$ cat src/rtl/alu_pkg.sv
package alu_pkg;

  localparam logic [3:0] OP_ADD   = 4'd0;
  localparam logic [3:0] OP_ADDC  = 4'd1;
  localparam logic [3:0] OP_SUB   = 4'd2;
  localparam logic [3:0] OP_AND   = 4'd3;
  localparam logic [3:0] OP_OR    = 4'd4;
  localparam logic [3:0] OP_XOR   = 4'd5;
  localparam logic [3:0] OP_SHIFT = 4'd8;
  localparam logic [3:0] OP_EXTBH = 4'd12;
  localparam logic [3:0] OP_EXTW  = 4'd13;
  localparam logic [3:0] OP_CMOV  = 4'd14;
  localparam logic [3:0] OP_SCAN  = 4'd15;

  typedef enum logic [2:0] {
    SEL_ZERO, SEL_ARITH, SEL_LOGIC, SEL_SHIFT,
    SEL_EXT, SEL_PASSA, SEL_CMOV, SEL_SCAN
  } resSel_e;

  typedef enum logic [1:0] {LG_AND, LG_OR, LG_XOR, LG_NONE} logicKind_e;

  typedef struct packed {
    resSel_e    resSel;
    logic       subMode;
    logic       carryChain;
    logicKind_e logicKind;
    logic [1:0] shiftKind;
    logic [1:0] extKind;
    logic       scanLast;
    logic       flagWrite;
  } aluStrobe_t;

endpackage

$ cat src/rtl/alu_bitscan.sv
module alu_bitscan #(
  parameter int WIDTH = 32,
  localparam int IDX_W = $clog2(WIDTH + 1)
) (
  input  logic [WIDTH-1:0] vecIn,
  output logic [IDX_W-1:0] firstIdx,
  output logic [IDX_W-1:0] lastIdx
);

  logic [IDX_W-1:0] lowPick [WIDTH+1];
  logic [IDX_W-1:0] highPick [WIDTH+1];

  assign lowPick[WIDTH] = '0;
  assign highPick[0]    = '0;

  genvar gi;
  generate
    for (gi = 0; gi < WIDTH; gi++) begin : g_scan
      // lowest set bit wins by searching from the top down
      assign lowPick[gi] = vecIn[gi] ? IDX_W'(gi + 1) : lowPick[gi+1];
      // highest set bit wins by searching from the bottom up
      assign highPick[gi+1] = vecIn[gi] ? IDX_W'(gi + 1) : highPick[gi];
    end
  endgenerate

  assign firstIdx = lowPick[0];
  assign lastIdx  = highPick[WIDTH];

  always_comb begin
    a_r9_scan_zero: assert ((firstIdx == '0) == (vecIn == '0));
    a_r9_scan_order: assert (vecIn == '0 || firstIdx <= lastIdx);
  end

endmodule

$ cat src/rtl/alu_ctrl.sv
module alu_ctrl
  import alu_pkg::*;
(
  input  logic [3:0] aluOp,
  input  logic [3:0] subOp,
  output aluStrobe_t strobe
);

  always_comb begin
    strobe = '{resSel: SEL_ZERO, subMode: 1'b0, carryChain: 1'b0,
               logicKind: LG_NONE, shiftKind: 2'd0, extKind: 2'd0,
               scanLast: 1'b0, flagWrite: 1'b0};
    unique case (aluOp)
      OP_ADD: begin
        strobe.resSel    = SEL_ARITH;
        strobe.flagWrite = 1'b1;
      end
      OP_ADDC: begin
        strobe.resSel     = SEL_ARITH;
        strobe.carryChain = 1'b1;
        strobe.flagWrite  = 1'b1;
      end
      OP_SUB: begin
        strobe.resSel    = SEL_ARITH;
        strobe.subMode   = 1'b1;
        strobe.flagWrite = 1'b1;
      end
      OP_AND: begin
        strobe.resSel    = SEL_LOGIC;
        strobe.logicKind = LG_AND;
      end
      OP_OR: begin
        strobe.resSel    = SEL_LOGIC;
        strobe.logicKind = LG_OR;
      end
      OP_XOR: begin
        strobe.resSel    = SEL_LOGIC;
        strobe.logicKind = LG_XOR;
      end
      OP_SHIFT: begin
        strobe.resSel    = SEL_SHIFT;
        strobe.shiftKind = subOp[1:0];
      end
      OP_EXTBH: begin
        if (subOp[3:2] == 2'b00) begin
          strobe.resSel  = SEL_EXT;
          strobe.extKind = subOp[1:0];
        end else begin
          strobe.resSel  = SEL_PASSA;
        end
      end
      OP_EXTW: strobe.resSel = SEL_PASSA;
      OP_CMOV: strobe.resSel = SEL_CMOV;
      OP_SCAN: begin
        strobe.resSel   = SEL_SCAN;
        strobe.scanLast = subOp[2];
      end
      default: strobe.resSel = SEL_ZERO;
    endcase
  end

  always_comb begin
    a_r3_sub_alone: assert (!strobe.subMode || (!strobe.carryChain && aluOp == OP_SUB));
    a_r10_flag_codes: assert (!strobe.flagWrite || aluOp <= OP_SUB);
    a_r12_zero_codes: assert (strobe.resSel != SEL_ZERO ||
                              aluOp inside {4'd6, 4'd7, 4'd9, 4'd10, 4'd11});
  end

endmodule

$ cat src/rtl/alu_dpath.sv
module alu_dpath
  import alu_pkg::*;
#(
  parameter int WIDTH = 32,
  parameter int BYTE_W = 8,
  parameter int HALF_W = 16,
  localparam int SH_W = $clog2(WIDTH),
  localparam int IDX_W = $clog2(WIDTH + 1)
) (
  input  aluStrobe_t       strobe,
  input  logic [WIDTH-1:0] opA,
  input  logic [WIDTH-1:0] opB,
  input  logic             carryIn,
  input  logic             overflowIn,
  input  logic             flagIn,
  output logic [WIDTH-1:0] result,
  output logic             carryOut,
  output logic             overflowOut
);

  // shared adder: subtraction adds the inverted operand plus one
  logic [WIDTH-1:0] addB;
  logic             addCin;
  logic [WIDTH:0]   sumWide;
  logic             arithOv;

  assign addB    = strobe.subMode ? ~opB : opB;
  assign addCin  = strobe.subMode | (strobe.carryChain & carryIn);
  assign sumWide = {1'b0, opA} + {1'b0, addB} + {{WIDTH{1'b0}}, addCin};
  assign arithOv = (opA[WIDTH-1] == addB[WIDTH-1]) &&
                   (sumWide[WIDTH-1] != opA[WIDTH-1]);

  logic [WIDTH-1:0] logicRes;
  always_comb begin
    unique case (strobe.logicKind)
      LG_AND:  logicRes = opA & opB;
      LG_OR:   logicRes = opA | opB;
      LG_XOR:  logicRes = opA ^ opB;
      default: logicRes = '0;
    endcase
  end

  logic [SH_W-1:0]    shAmt;
  logic [2*WIDTH-1:0] rotWide;
  logic [WIDTH-1:0]   shiftRes;
  assign shAmt   = opB[SH_W-1:0];
  assign rotWide = {opA, opA} >> shAmt;
  always_comb begin
    unique case (strobe.shiftKind)
      2'd0: shiftRes = opA << shAmt;
      2'd1: shiftRes = opA >> shAmt;
      2'd2: shiftRes = WIDTH'($signed(opA) >>> shAmt);
      default: shiftRes = rotWide[WIDTH-1:0];
    endcase
  end

  logic [WIDTH-1:0] extRes;
  always_comb begin
    unique case (strobe.extKind)
      2'd0: extRes = {{(WIDTH-HALF_W){opA[HALF_W-1]}}, opA[HALF_W-1:0]};
      2'd1: extRes = {{(WIDTH-BYTE_W){opA[BYTE_W-1]}}, opA[BYTE_W-1:0]};
      2'd2: extRes = {{(WIDTH-HALF_W){1'b0}}, opA[HALF_W-1:0]};
      default: extRes = {{(WIDTH-BYTE_W){1'b0}}, opA[BYTE_W-1:0]};
    endcase
  end

  logic [IDX_W-1:0] firstIdx;
  logic [IDX_W-1:0] lastIdx;
  alu_bitscan #(.WIDTH(WIDTH)) u_scan (
    .vecIn   (opA),
    .firstIdx(firstIdx),
    .lastIdx (lastIdx)
  );

  always_comb begin
    unique case (strobe.resSel)
      SEL_ARITH: result = sumWide[WIDTH-1:0];
      SEL_LOGIC: result = logicRes;
      SEL_SHIFT: result = shiftRes;
      SEL_EXT:   result = extRes;
      SEL_PASSA: result = opA;
      SEL_CMOV:  result = flagIn ? opA : opB;
      SEL_SCAN:  result = WIDTH'(strobe.scanLast ? lastIdx : firstIdx);
      default:   result = '0;
    endcase
  end

  // borrow is the inverse of the adder carry when subtracting
  assign carryOut    = strobe.flagWrite ? (sumWide[WIDTH] ^ strobe.subMode) : carryIn;
  assign overflowOut = strobe.flagWrite ? arithOv : overflowIn;

  always_comb begin
    a_r10_flags_hold: assert (strobe.flagWrite ||
                              (carryOut == carryIn && overflowOut == overflowIn));
    a_r8_select: assert (strobe.resSel != SEL_CMOV || result == (flagIn ? opA : opB));
  end

endmodule

$ cat src/rtl/int_alu.sv
module int_alu
  import alu_pkg::*;
(
  input  logic [31:0] opA,
  input  logic [31:0] opB,
  input  logic [3:0]  aluOp,
  input  logic [3:0]  subOp,
  input  logic        carryIn,
  input  logic        overflowIn,
  input  logic        flagIn,
  input  logic        ovExcEn,
  output logic [31:0] result,
  output logic        carryOut,
  output logic        overflowOut,
  output logic        rangeExc
);

  aluStrobe_t strobe;

  alu_ctrl u_ctrl (
    .aluOp (aluOp),
    .subOp (subOp),
    .strobe(strobe)
  );

  alu_dpath #(.WIDTH(32)) u_dpath (
    .strobe     (strobe),
    .opA        (opA),
    .opB        (opB),
    .carryIn    (carryIn),
    .overflowIn (overflowIn),
    .flagIn     (flagIn),
    .result     (result),
    .carryOut   (carryOut),
    .overflowOut(overflowOut)
  );

  assign rangeExc = strobe.flagWrite & overflowOut & ovExcEn;

  always_comb begin
    a_r11_exc_needs_ov: assert (!rangeExc || (overflowOut && ovExcEn));
    a_r11_exc_arith_only: assert (!rangeExc || aluOp <= OP_SUB);
  end

endmodule

$ cat config.mk
export PLATFORM = sky130hd
export DESIGN_NAME = int_alu
export DESIGN_NICKNAME = d
export VERILOG_FILES = /design/src/rtl/alu_pkg.sv /design/src/rtl/alu_bitscan.sv /design/src/rtl/alu_ctrl.sv /design/src/rtl/alu_dpath.sv /design/src/rtl/int_alu.sv
export SDC_FILE = /design/constraint.sdc
export NUM_CORES = 1
export LEC_CHECK = 0
export BUFFER_PORTS_ARGS = -buffer_cell sky130_fd_sc_hd__buf_2
export CORE_AREA = 2 2 133 135
export DETAILED_ROUTE_END_ITERATION = 7
export DIE_AREA = 0 0 135 137
export GPL_TIMING_DRIVEN = 1
export MAX_ROUTING_LAYER = met4
export PLACE_DENSITY = 0.8
export SLEW_MARGIN = 20
export SYNTH_ARGS = -nofsm -noshare
export SYNTH_HDL_FRONTEND = slang
export SYNTH_SLANG_ARGS = --single-unit
$ cat constraint.sdc
create_clock -name vclk -period 8.9
set_input_delay 1.78 -clock vclk [all_inputs]
set_output_delay 1.78 -clock vclk [all_outputs]
set_load 0.1 [all_outputs]
==> summary.txt <==
Run status
  – Outcome: completed

Timing
  – Fmax: between 0.1 and 0.15 GHz
  – Period utilization: 90.4%
  – Hold Vio Cnt, Final: 0
  – Slew headroom: a little under a quarter
  – Final Max Tran Viols: 0
  – RSZ-0062 raised after global routing: no
  – Worst-Margin Slew: 1.14 ns
  – Setup TNS: 0 ns
  – Tmin final: slightly above 8 ns
  – Final setup viols: 0

Drt
  – TritonRoute pass-1 iters: 7
  – Wire per inst: 27.9 um
  – Via-to-Cell Ratio: approximately 7.5
  – Routed Wire Length: between 40000 and 50000 um
  – DRT iter0 DRCs: about 1900
  – DRC violations left: 0
  – Via count: 12200
  – Routed Antenna Nets: 0

Synthesis
  – Synth area leader: mux4_2
  – Synthesized Nets: 1568
  – Top post-synthesis cells by area: mux4_2 15%, ha_1 13%, nor2_1 7.2%, a21oi_1 6.6%, o21ai_0 5.3%
  – Number of library cell types mapped by synthesis: 73
  – Post-synth top area share: approximately 15%
  – Most numerous cell in the Yosys netlist: nor2_1
  – Sequential cell area fraction in the yosys report: 0%
  – Mean post-synth cell area: between 6 and 7 um2
  – Synthesis warning total: 0
  – Syn Inst Count: 1394
  – Mapped cell area: roughly 0.0095 mm2
  – Most frequent cells after synthesis: 182 x nor2_1, 131 x nand2_1, 125 x a21oi_1, 110 x clkbuf_1, 101 x o21ai_0

Floorplanning
  – IO Pins: 111
  – Die width: between 100 and 150 um
  – Initial core utilization: between 50% and 60%
  – Row Count: 48
  – Floorplan core area: between 0.015 and 0.02 mm2
  – Die ar.: around 0.018 mm2
  – Die Ht: roughly 140 um

Cells and area
  – Sequential cell count: 0
  – Area delta synth->final: 5.94%
  – Nets: between 1500 and 2000
  – Area of the multi-input gates: between 0.008 and 0.009 mm2
  – Clock buffer count: 0
  – Layout fillers: about 1700
  – FF/Latch Area: 0 um2
  – Share of cells above drive strength 1: between 10% and 20%

Setup path
  – Setup CP Type: in -> out
  – CP required: 7.12 ns
  – Crit. End Element: primary output
  – Crit path launch type: input port
  – Critical Path AT: between 6 and 7 ns
  – Worst-path maximum fanout: 31

Global routing
  – Total grt overflow: 0
  – GRT Overall Usage: about half
  – Global-route wire length before repair: approximately 67000 um
  – Initial antenna violation count: 3
  – Vias in the first global route: roughly 11000
  – Largest net degree at the start of global routing: about 80

Place
  – Routability cong.: between 1 and 1.5
  – Hpwl dp: about 33000 um
  – IO buf count: between 100 and 150

Clock network
  – CTS Hold Buffers Added: 0
  – CTS resizes: 0
  – Postcts setup bufs: 0

Run
  – Maxcap violations: 0

Min path
  – Hold crit path type: in -> out
-- placed cells by master, fill, tap and decap left out, types with 42 or more instances in the layout --
cell type	instances
a21oi_1	125
buf_2	105
ha_1	96
inv_1	69
mux4_2	65
nand2_1	131
nor2_1	180
o21ai_0	97
xnor2_1	42
-- through the flow --
stage               hold WS [ns]  area, um2  utilization (%)  cells  setup WS (ns)
floorplan                   4.02       9530                -   1394         0.0313
global placement            3.98      10100             59.1   1614           1.04
detailed placement          3.99      10100             59.1   1614          0.935
CTS                         3.99      10100             59.1   1614          0.907
global route                4.04      10100             59.2   1617          0.642
finish                      3.99      10100             59.2   1617          0.851
-- worst paths after layout --
| path | startpoint | to | slack (ns) | cells past startpoint |
|---|---|---|---|---|
| hold / removal | carryIn | carryOut | 3.99 | 4 |
| setup / recovery | aluOp[0] | carryOut | 0.85 | 16 |
-- metal layers --
layer	routed length [um]	track usage, %
met1	16000	61.5
met3	6640	13.6
met5	0	-
met2	19100	72.4
met4	3480	27.3
-- critical path: stages --
cell and delay, ns:
buf_2 0.17, nand2b_1 0.20, nor3_2 0.21, buf_4 0.53
xnor2_1 0.20, fa_1 0.46, a211oi_1 0.31, o21ai_0 0.14
a32oi_1 0.47, a21oi_1 0.17, o21ai_1 0.24, a21oi_1 0.19
a311oi_1 0.59, xor2_1 0.14, o21ai_1 0.25, buf_12 0.21
-- kinds of logic after synthesis --
group	after synthesis	synth area share [%]
buf+inv	209	8.50
mux	102	19.3
compound gates	476	32.9
xor+xnor	57	5.24
fa+ha+maj	98	13.0
simple gates	452	21.0
-- final cells by class --
type | count | share of cell area, %
Inverter | 73 | 2.71
Timing Repair Buffer | 131 | 7.64
Antenna cell | 3 | 0.0744
Tap cell | 225 | 2.79
Multi-Input combinational cell | 1185 | 86.8
